===== config.mk =====
export PLATFORM = sky130hd
export DESIGN_NAME = pll_serial_port
export DESIGN_NICKNAME = d
export VERILOG_FILES = /design/src/rtl/pll_port_pkg.sv /design/src/rtl/pll_serial_latches.sv /design/src/rtl/pll_event_counter.sv /design/src/rtl/pll_readout_seq.sv /design/src/rtl/pll_serial_port.sv
export SDC_FILE = /design/constraint.sdc
export NUM_CORES = 1
export LEC_CHECK = 0
export BUFFER_PORTS_ARGS = -buffer_cell sky130_fd_sc_hd__buf_2
export CAP_MARGIN = 15
export CORE_UTILIZATION = 50
export CTS_BUF_LIST = sky130_fd_sc_hd__clkbuf_4 sky130_fd_sc_hd__clkbuf_8
export CTS_CLUSTER_DIAMETER = 60
export CTS_CLUSTER_SIZE = 40
export DETAILED_ROUTE_END_ITERATION = 10
export MAX_ROUTING_LAYER = met4
export PLACE_DENSITY = 0.82
export SYNTH_ARGS = -nofsm -noshare
export SYNTH_HDL_FRONTEND = slang
export SYNTH_SLANG_ARGS = --single-unit

===== constraint.sdc =====
create_clock -name clk -period 3.2 [get_ports clk]
set_input_delay 0.16 -clock clk [delete_from_list [all_inputs] [get_ports clk]]
set_output_delay 0.16 -clock clk [all_outputs]
set_load 0.01 [all_outputs]

===== src/rtl/pll_port_pkg.sv =====
package pll_port_pkg;

    typedef enum logic [1:0] {
        SEL_HEAD = 2'd0,
        SEL_MID  = 2'd1,
        SEL_LOW  = 2'd2
    } sel_e;

    typedef struct packed {
        logic shift;
        logic bit_in;
        logic load_n;
        logic load_ctl;
        logic clr_cnt;
        logic rst_sel;
    } wr_cmd_t;

    localparam int CMD_SHIFT = 7;
    localparam int CMD_CLR   = 5;
    localparam int CMD_LCTL  = 4;
    localparam int CMD_RSEL  = 3;
    localparam int CMD_LN    = 1;
    localparam int CMD_DATA  = 0;

endpackage


===== src/rtl/pll_serial_latches.sv =====
module pll_serial_latches
    import pll_port_pkg::*;
#(
    parameter int SHIFT_W = 24
) (
    input  logic               clk,
    input  logic               rst_n,
    input  wr_cmd_t            cmd,
    output logic [SHIFT_W-1:0] n_word,
    output logic [SHIFT_W-1:0] ctl_word
);

    typedef struct packed {
        logic [SHIFT_W-1:0] sh;
        logic [SHIFT_W-1:0] n;
        logic [SHIFT_W-1:0] ctl;
    } lat_st_t;

    lat_st_t            st_d, st_q;
    logic [SHIFT_W-1:0] shifted;

    always_comb begin
        st_d    = st_q;
        shifted = cmd.shift ? {st_q.sh[SHIFT_W-2:0], cmd.bit_in} : st_q.sh;
        st_d.sh = shifted;
        if (cmd.load_n)   st_d.n   = shifted;
        if (cmd.load_ctl) st_d.ctl = shifted;
    end

    always_ff @(posedge clk or negedge rst_n) begin
        if (!rst_n) st_q <= '0;
        else        st_q <= st_d;
    end

    assign n_word   = st_q.n;
    assign ctl_word = st_q.ctl;

endmodule


===== src/rtl/pll_event_counter.sv =====
module pll_event_counter #(
    parameter int CNT_W = 19
) (
    input  logic             clk,
    input  logic             rst_n,
    input  logic             clr,
    input  logic             evt,
    input  logic             gate_open,
    input  logic             gate_done,
    output logic [CNT_W-1:0] count,
    output logic             valid
);

    typedef struct packed {
        logic [CNT_W-1:0] cnt;
        logic             valid;
    } cnt_st_t;

    cnt_st_t st_d, st_q;

    always_comb begin
        st_d = st_q;
        if (clr) begin
            st_d.cnt   = '0;
            st_d.valid = 1'b0;
        end else begin
            if (evt && gate_open) st_d.cnt = st_q.cnt + CNT_W'(1);
            if (gate_done)        st_d.valid = 1'b1;
        end
    end

    always_ff @(posedge clk or negedge rst_n) begin
        if (!rst_n) st_q <= '0;
        else        st_q <= st_d;
    end

    assign count = st_q.cnt;
    assign valid = st_q.valid;

endmodule


===== src/rtl/pll_readout_seq.sv =====
module pll_readout_seq
    import pll_port_pkg::*;
#(
    parameter int CNT_W = 19
) (
    input  logic             clk,
    input  logic             rst_n,
    input  logic             rd_en,
    input  logic             rst_sel,
    input  logic [CNT_W-1:0] count,
    input  logic             valid,
    input  logic             err_low,
    input  logic             err_high,
    input  logic             locked,
    output logic [7:0]       rd_data,
    output logic [1:0]       sel
);

    localparam int WIDE_W = 24;

    typedef struct packed {
        sel_e             sel;
        logic [CNT_W-1:0] snap;
        logic [7:0]       rd;
    } seq_st_t;

    seq_st_t           st_d, st_q;
    logic [WIDE_W-1:0] live_w, snap_w;
    logic [7:0]        head;

    always_comb begin
        live_w = WIDE_W'(count);
        snap_w = WIDE_W'(st_q.snap);
        head   = {err_low, err_high, 1'b1, locked, valid, live_w[18:16]};
        st_d   = st_q;
        if (rd_en) begin
            unique case (st_q.sel)
                SEL_HEAD: begin
                    st_d.rd   = head;
                    st_d.snap = count;
                    st_d.sel  = SEL_MID;
                end
                SEL_MID: begin
                    st_d.rd  = snap_w[15:8];
                    st_d.sel = SEL_LOW;
                end
                default: begin
                    st_d.rd  = snap_w[7:0];
                    st_d.sel = SEL_LOW;
                end
            endcase
        end
        if (rst_sel) st_d.sel = SEL_HEAD;
    end

    always_ff @(posedge clk or negedge rst_n) begin
        if (!rst_n) st_q <= '{sel: SEL_HEAD, snap: '0, rd: '0};
        else        st_q <= st_d;
    end

    assign rd_data = st_q.rd;
    assign sel     = st_q.sel;

endmodule


===== src/rtl/pll_serial_port.sv =====
module pll_serial_port
    import pll_port_pkg::*;
#(
    parameter int SHIFT_W = 24,
    parameter int CNT_W   = 19
) (
    input  logic               clk,
    input  logic               rst_n,
    input  logic               wr_en,
    input  logic [7:0]         wr_data,
    input  logic               rd_en,
    output logic [7:0]         rd_data,
    input  logic               evt_strobe,
    input  logic               gate_open,
    input  logic               gate_done,
    input  logic               err_low,
    input  logic               err_high,
    input  logic               locked,
    output logic [SHIFT_W-1:0] n_word,
    output logic [SHIFT_W-1:0] ctl_word
);

    wr_cmd_t          cmd;
    logic [CNT_W-1:0] cnt_w;
    logic             valid_w;
    logic [1:0]       sel_w;

    always_comb begin
        cmd.shift    = wr_en & wr_data[CMD_SHIFT];
        cmd.bit_in   = wr_data[CMD_DATA];
        cmd.load_n   = wr_en & wr_data[CMD_LN];
        cmd.load_ctl = wr_en & wr_data[CMD_LCTL];
        cmd.clr_cnt  = wr_en & wr_data[CMD_CLR];
        cmd.rst_sel  = wr_en & wr_data[CMD_RSEL];
    end

    pll_serial_latches #(.SHIFT_W(SHIFT_W)) u_lat (
        .clk      (clk),
        .rst_n    (rst_n),
        .cmd      (cmd),
        .n_word   (n_word),
        .ctl_word (ctl_word)
    );

    pll_event_counter #(.CNT_W(CNT_W)) u_cnt (
        .clk       (clk),
        .rst_n     (rst_n),
        .clr       (cmd.clr_cnt),
        .evt       (evt_strobe),
        .gate_open (gate_open),
        .gate_done (gate_done),
        .count     (cnt_w),
        .valid     (valid_w)
    );

    pll_readout_seq #(.CNT_W(CNT_W)) u_seq (
        .clk      (clk),
        .rst_n    (rst_n),
        .rd_en    (rd_en),
        .rst_sel  (cmd.rst_sel),
        .count    (cnt_w),
        .valid    (valid_w),
        .err_low  (err_low),
        .err_high (err_high),
        .locked   (locked),
        .rd_data  (rd_data),
        .sel      (sel_w)
    );

endmodule


# == Word level (Yosys, flattened, before mapping) ==
# Cells that the tools add are included.
# op_classes
n_addsub,1
multipliers,0
div,0
magnitude_cmp,0
n_eq_ne,1
shift,0
mux,9
bitwise_logic,5
reduce_logical,6
# ops
operator,n
19-bit two-way mux,2
29-bit two-way mux,1
24-bit two-way mux,1
20-bit two-way mux,1
"19-bit by 1-bit adder with 19-bit output, second input constant",1
8-bit one-hot mux with 2 select lines,1
2-bit nonzero test,3
1-bit bitwise AND,5
2-bit two-way mux,2
"2-bit by 1-bit equality test with 1-bit output, second input constant",1
2-bit zero test,1
2-bit AND reduction,1
1-bit logical AND,1
1-bit two-way mux,1
# word_totals
reg_bits,121
latch_bits,0
mem_bits_rw,0
mem_bits_ro,0
out_inout_bits,56
wordCells,30
n_memories,0

# == Logic depth before layout (Yosys ltp) ==
# Gate-level depths: netlist (run 1).
# depth
word_depth,4
ltp_mapped,6
ltp_nobuf,5

# == Hierarchy ==
# Synthesis (run 1) repeated with hierarchy kept, for this count alone.
# hier_totals
cells_unflattened,468
hier_area_um2,5201.2
# by_module_without_submodules
module,instances,cells_per_inst,area_per_inst_um2
pll_serial_latches,1,277,3009.1
pll_readout_seq,1,85,1148.6
pll_event_counter,1,101,1012.2
pll_serial_port,1,5,31.3

# == Worst setup path after synthesis (run 1) ==
# Ideal clock, no wire load.
# synth_path
path_type,register -> register
from,register u_cnt.st_q (netlist bit u_cnt.count[0])
to,register u_cnt.st_q (netlist bit u_cnt.count[18])
arrival_ns,1.629
required_time_ns,3.122
slack_ns,1.493
stages_incl_launch_ff,6
path_buffers,0
cell_sequence,dfrtp_1 -> ha_1 -> nand3_1 -> or4_4 -> or3_1 -> a21oi_1
# synth_via
elab_chain_len,3
# synth_lines
item,line_no,source
start: declaration,pll_event_counter.sv:19,"cnt_st_t st_d, st_q;"
start signal: assignment,pll_event_counter.sv:34,else st_q <= st_d;
19-bit by 1-bit adder with 19-bit output,pll_event_counter.sv:27,if (evt && gate_open) st_d.cnt = st_q.cnt + CNT_W'(1);
19-bit two-way mux,pll_event_counter.sv:27,
20-bit two-way mux,pll_event_counter.sv:23,if (clr) begin
# No other way between the ends. The select of a mux whose other input is x is not followed.
# A chain may end at the register's enable or synchronous reset.

# == Worst setup path after layout (run 1) ==
# Same ends and word-level chain as after synthesis.

==> impl_metrics.env, run 1 <==
export IMPL_initial_utilization_pct=51.64
export IMPL_place_detailed_hpwl_um=6135
export IMPL_holdPathStages=2
export IMPL_worst_endpoint_arrival_ns=2.35
export IMPL_post_drt_wl_per_cell_um=13.93
export IMPL_drcViolationCount=0
export IMPL_area_growth_from_synthesis_to_layout_pct=11.89
export IMPL_groute_usage_overall_pct=19.36
export IMPL_clkTransAtPathRegs_ns=0.06
export IMPL_register_area_mm2=0.002953
export IMPL_synth_main_ff_cell="dfrtp_1"
export IMPL_period_needed_ns=2.013
export IMPL_synth_top_cells_by_area="dfrtp_1 58%, buf_4 7.1%, mux2i_1 6.1%"
export IMPL_final_layout_size_suffix_gt1_share_pct=26.32
export IMPL_cp_max_fo=8
export IMPL_multiInputGateArea_mm2=0.001569
export IMPL_antenna_violating_nets_post_route=0
export IMPL_outcome="completed"
export IMPL_synth_cells=467
export IMPL_clock_tree_htree_level_count=4
export IMPL_crit_start="u_cnt.count[0]"
export IMPL_crit_reg2reg_launch="u_cnt.count[0]"
export IMPL_count_of_flip_flops_with_a_built_in_enable_after_synthesis=0
export IMPL_total_leakage_power_uw=0.002874
export IMPL_timing_final_crit_share_pct=62.91
export IMPL_hp_class="in2reg"
export IMPL_totalNegativeSetupSlack_ns=0
export IMPL_synthArstFlopShare_pct=100.0
export IMPL_maxSlewHeadroom_pct=41.78
export IMPL_num_rows=36
export IMPL_grt_start_max_net_pins=72
export IMPL_critPathLaunchType="register"
export IMPL_worst_slew_pin_transition_ns=0.8733
export IMPL_fin_nets=520
export IMPL_critical_path_reg2reg_endpoint="u_cnt.count[18]"
export IMPL_fmax_ghz=0.4967
export IMPL_cts_max_path_buffers=2
export IMPL_grt_pass1_wl_um=14680
export IMPL_syn_nets=486
export IMPL_min_from="wr_en"
export IMPL_p_per_area_mw_per_mm2=714.3
export IMPL_worstPathRequired_ns=3.53
export IMPL_postCtsResizedCells=0
export IMPL_first_global_vias=3066
export IMPL_synth_top_cell_by_area="dfrtp_1"
export IMPL_setup_repair_after_global_routing_missed_its_margin="false"
export IMPL_hold_path_endpoint="u_seq.sel[0]"
export IMPL_cts_sink_count=118
export IMPL_finalHoldViolCount=0
export IMPL_fillCellCount=838
export IMPL_reg2reg_path_depth=5
export IMPL_detail_route_iter0_violations=121
export IMPL_reg2reg_setup_slack_ns=1.19
export IMPL_hold_worst_slack_ns=0.03306
export IMPL_fin_cells=646
export IMPL_yosysMostFrequentCell="dfrtp_1"
export IMPL_design_die_area_mm2=0.01055
export IMPL_synthesis_area_per_instance_um2=10.86
export IMPL_cts_post_setup_buffers_inserted=0
export IMPL_finalClockSkew_ns=0.007922
export IMPL_vdd_ir_drop_worst_uv=339.9
export IMPL_tritoncts_clock_tree="yes"
export IMPL_synth_cell_types=26
export IMPL_finalWirelength_um=9000
export IMPL_vias_cell=4.930
export IMPL_port_buffers=71
export IMPL_core_area_mm2=0.009819
export IMPL_vias=3185
export IMPL_final_critical_path_setup_slack_ns=1.187
export IMPL_grt_antenna_before_repair=0
export IMPL_clock_tree_root_cell="clkbuf_8"
export IMPL_synth_commonest_cells="118 x dfrtp_1, 63 x nor2_1, 61 x a21oi_1"
export IMPL_ys_seq_elements=118
export IMPL_cp_end_kind="register"
export IMPL_gpl_congestion=0.8085
export IMPL_cap_viol_max_count=0
export IMPL_report_final_slew_viol_count=0
export IMPL_synthDominantCellAreaShare_pct=58.23
export IMPL_design_portCount=74
export IMPL_clkLatencyLatePin_ns=0.42
export IMPL_global_route_overflow_total=0
export IMPL_cts_buffers_inserted=17
export IMPL_setup_viol_count_final=0
export IMPL_die_height_um=102.7
export IMPL_holdBufCountCts=6
export IMPL_post_synthesis_instance_area_mm2=0.005071
export IMPL_die_w_um=102.7
export IMPL_worst_setup_path_type="reg2reg"
export IMPL_drt_first_pass_iters=6
export IMPL_place_inst=609
export IMPL_synth_seq_area_share_pct=58.23
export IMPL_ys_warnings_count=0
export IMPL_antenna_cells_inserted=0
export IMPL_pre_cts_ws_ns=1.219
[state kept, by name, indices dropped and copies added (netlist names)]
| name | flops |
|---|---|
| u_cnt.count | 19 |
| u_cnt.valid | 1 |
| u_lat.ctl_word | 24 |
| u_lat.n_word | 24 |
| u_lat.st_q | 24 |
| u_seq.rd_data | 8 |
| u_seq.sel | 2 |
| u_seq.snap_w | 16 |
[through the flow]
step	instance area, µm²	power (µW)	utilization, %
after floorplan	5071	2581	-
after global placement	5209	2656	53.05
after detailed placement	5209	2702	53.05
after CTS	5674	4098	57.79
after global routing	5674	4291	57.79
final	5674	4053	57.79
[cell families (layout without fill, tap and decap cells)]
family / count (synthesis) / in the layout / share of synthesized area (%)
AND/OR/NAND/NOR: 110 / 110 / 9.993
flip-flops: 118 / 118 / 58.23
buffers and inverters: 97 / 143 / 10.83
adder cells (fa/ha/maj): 1 / 1 / 0.2467
XOR/XNOR: 12 / 12 / 2.073
AO/OA/AOI/OAI: 75 / 75 / 7.402
multiplexers: 54 / 54 / 11.23
[metal layers]
metal	up-vias	GRT usage (%)	share of wire [%]
li1	1564	-	-
met1	1548	23.55	45
met2	61	30.51	51
met3	12	4.949	2.7
met4	0	8.571	1.5
met5	-	-	0
[layout by cell type (no fill, tap or decap), types with 14 or more instances in the layout]
cell type  Yosys  routed
dfrtp_1      118     118
buf_2          4      70
nor2_1        63      63
a21oi_1       61      61
mux2i_1       31      31
inv_1         30      30
mux2_2        23      23
clkbuf_8       0      18
nand2_1       16      16
o21ai_0       14      14
[critical path: stages, from the launching register on]
cell	delay [ns]
dfrtp_1	0.42
ha_1	0.17
nand3_1	0.25
or4_4	0.53
or3_1	0.38
a21oi_1	0.18
[area by class of cell]
type                    instances  area share [%]
inverters                      30           1.985
well taps                     133           2.933
multi-input cells             252           27.65
repair buffers                 82           8.247
clock buffers                  22           4.895
clock inverters                 9           2.249
flip-flops and latches        118           52.04
[power by group]
part           switching [µW]  total (µW)  internal (µW)
logic                     415         729            313
clock network             566        1380            816
registers                 171        1940           1770
[worst max path at each step]
stage                            endpoint  slack [ns]  cells after the start
after floorplan           u_cnt.count[18]        1.49                      5
after global placement    u_cnt.count[18]        1.35                      5
after detailed placement  u_cnt.count[18]        1.22                      5
after CTS                 u_cnt.count[18]        1.21                      5
after global routing      u_cnt.count[18]        1.10                      5
final                     u_cnt.count[18]        1.19                      5
(Power assumes the default switching activity.)
==> run 2: changes to the inputs <==
==> constraint.sdc (replaced) <==
create_clock -name clk -period 1.9 [get_ports clk]
set_input_delay 0.095 -clock clk [delete_from_list [all_inputs] [get_ports clk]]
set_output_delay 0.095 -clock clk [all_outputs]
set_load 0.01 [all_outputs]
==> run 2 against run 1 <==
Net effect:
- maximum frequency is 10% higher
- non-clock buffer count up 7
- sequential share of layout area down 0.095 points
- register-to-register slack worse by 1.1 ns
- routed wire length increased by 1.4%
- largest cell class unchanged
==> impl_metrics.env, run 2 (synthesized netlist as in run 1, its figures left out) <==
export IMPL_outcome="completed"
export IMPL_finalHoldViolCount=0
export IMPL_grt_start_max_net_pins=64
export IMPL_cp_max_fo=6
export IMPL_num_rows=36
export IMPL_vdd_ir_drop_worst_uv=739.2
export IMPL_critPathLaunchType="register"
export IMPL_grt_antenna_before_repair=0
export IMPL_totalNegativeSetupSlack_ns=0
export IMPL_final_layout_size_suffix_gt1_share_pct=28.02
export IMPL_worstPathRequired_ns=2.24
export IMPL_drcViolationCount=0
export IMPL_clkTransAtPathRegs_ns=0.07
export IMPL_timing_final_crit_share_pct=96.33
export IMPL_setup_repair_after_global_routing_missed_its_margin="false"
export IMPL_area_growth_from_synthesis_to_layout_pct=12.29
export IMPL_cap_viol_max_count=0
export IMPL_initial_utilization_pct=51.64
export IMPL_period_needed_ns=1.830
export IMPL_final_util_pct=57.99
export IMPL_grt_pass1_wl_um=15100
export IMPL_design_die_area_mm2=0.01055
export IMPL_antenna_violating_nets_post_route=0
export IMPL_first_global_vias=3192
export IMPL_port_buffers=71
export IMPL_cts_buffers_inserted=17
export IMPL_total_leakage_power_uw=0.002872
export IMPL_vias_cell=4.991
export IMPL_p_per_area_mw_per_mm2=1155
export IMPL_worst_endpoint_arrival_ns=2.17
export IMPL_finalWirelength_um=9128
export IMPL_final_cell_mix="114 x dfrtp_1, 70 x buf_2, 63 x nor2_1"
export IMPL_die_w_um=102.7
export IMPL_fin_cells=654
export IMPL_report_final_slew_viol_count=0
export IMPL_clock_tree_htree_level_count=4
export IMPL_cp_end_kind="register"
export IMPL_place_detailed_hpwl_um=6302
export IMPL_most_common_cell_after_layout_fill_and_taps_aside="dfrtp_1"
export IMPL_core_area_mm2=0.009819
export IMPL_finalClockSkew_ns=0.006545
export IMPL_antenna_cells_inserted=0
export IMPL_hp_class="in2reg"
export IMPL_groute_usage_overall_pct=19.82
export IMPL_vias=3264
export IMPL_detail_route_iter0_violations=166
export IMPL_place_inst=615
export IMPL_gpl_congestion=0.8094
export IMPL_design_portCount=74
export IMPL_maxSlewHeadroom_pct=51.05
export IMPL_global_route_overflow_total=0
export IMPL_clock_tree_root_cell="clkbuf_8"
export IMPL_worst_setup_path_type="reg2reg"
export IMPL_setup_viol_count_final=0
export IMPL_worst_slew_pin_transition_ns=0.7342
export IMPL_cts_post_setup_buffers_inserted=0
export IMPL_die_height_um=102.7
export IMPL_tritoncts_clock_tree="yes"
export IMPL_drt_first_pass_iters=4
export IMPL_cts_max_path_buffers=2
export IMPL_cts_sink_count=118
export IMPL_fin_nets=527
export IMPL_fmax_ghz=0.5463
export IMPL_post_drt_wl_per_cell_um=13.96
export IMPL_clkLatencyLatePin_ns=0.42
## run 2: cell count changes in the layout (fill, tap and decap cells not counted), sizes merged
cell         change
clkinv           +3
bufinv           -2
buf              +6
inv              +3
dlygate4sd3      +1
clkbuf           -5
clkinvlp         +2
## run 2: final timing paths
check,slack (ns),start,depth (start not counted),endpoint
max in group asynchronous,1.07,rst_n,3,u_lat.ctl_word[0]
hold / removal,0.05,gate_open,4,u_cnt.count[1]
setup / recovery,0.07,u_cnt.count[10],4,u_cnt.count[18]
min in group asynchronous,0.12,rst_n,2,u_lat.n_word[8]
hold reg to reg,0.49,u_seq.rd_data[5],2,u_seq.rd_data[5]
setup reg to reg,0.07,u_cnt.count[10],4,u_cnt.count[18]
## run 2: layer usage
metal | routed length, µm | share of wire, % | vias up | track usage [%]
li1 | - | - | 1587 | -
met1 | 4015 | 44 | 1589 | 23.93
met2 | 4553 | 50 | 69 | 30.46
met3 | 298 | 3.3 | 19 | 5.627
met4 | 261 | 2.9 | 0 | 10.00
met5 | 0 | 0 | - | -
## run 2: layout make-up
class / instances / area, µm²
clock buffer: 17 / 234.0
clock inverter: 15 / 131.4
fill: 857 / 4125
inverter: 30 / 112.6
multi-input combinational: 252 / 1569
sequential: 118 / 2958
tap: 133 / 166.4
timing repair buffer: 89 / 523.0
## run 2: where the power goes
part / total, µW / switching [µW] / internal [µW] / leakage [µW]
Clock: 2050 / 1020 / 1030 / 0.000175
Combinational: 1260 / 717 / 538 / 0.00121
Sequential: 3270 / 286 / 2980 / 0.00149
Total: 6580 / 2020 / 4550 / 0.00287
## run 2: worst max-delay path, cell delays in order, from the launching register on
cell	delay, ns
dfrtp_1	0.41
nand4_1	0.17
or4_4	0.61
or3_1	0.38
a21oi_1	0.18
## run 2: timing repair
action	in CTS	in global routing
setup endpoints to repair	0	2
endpoints found under the hold margin	95	0
resized for setup	0	4
hold buffers	7	0
## run 2: per-stage QoR
stage               total power (µW)  setup slack (ns)  hold slack (ns)  instance area (µm²)
floorplan                       4348            0.1930          -0.2006                 5071
global placement                4488            0.1419          0.01752                 5254
detailed placement              4578           0.06448          0.03542                 5254
CTS                             6664         0.0004785          0.04035                 5689
global route                    6992          0.009504          0.07961                 5694
finish                          6579           0.06965          0.05389                 5694
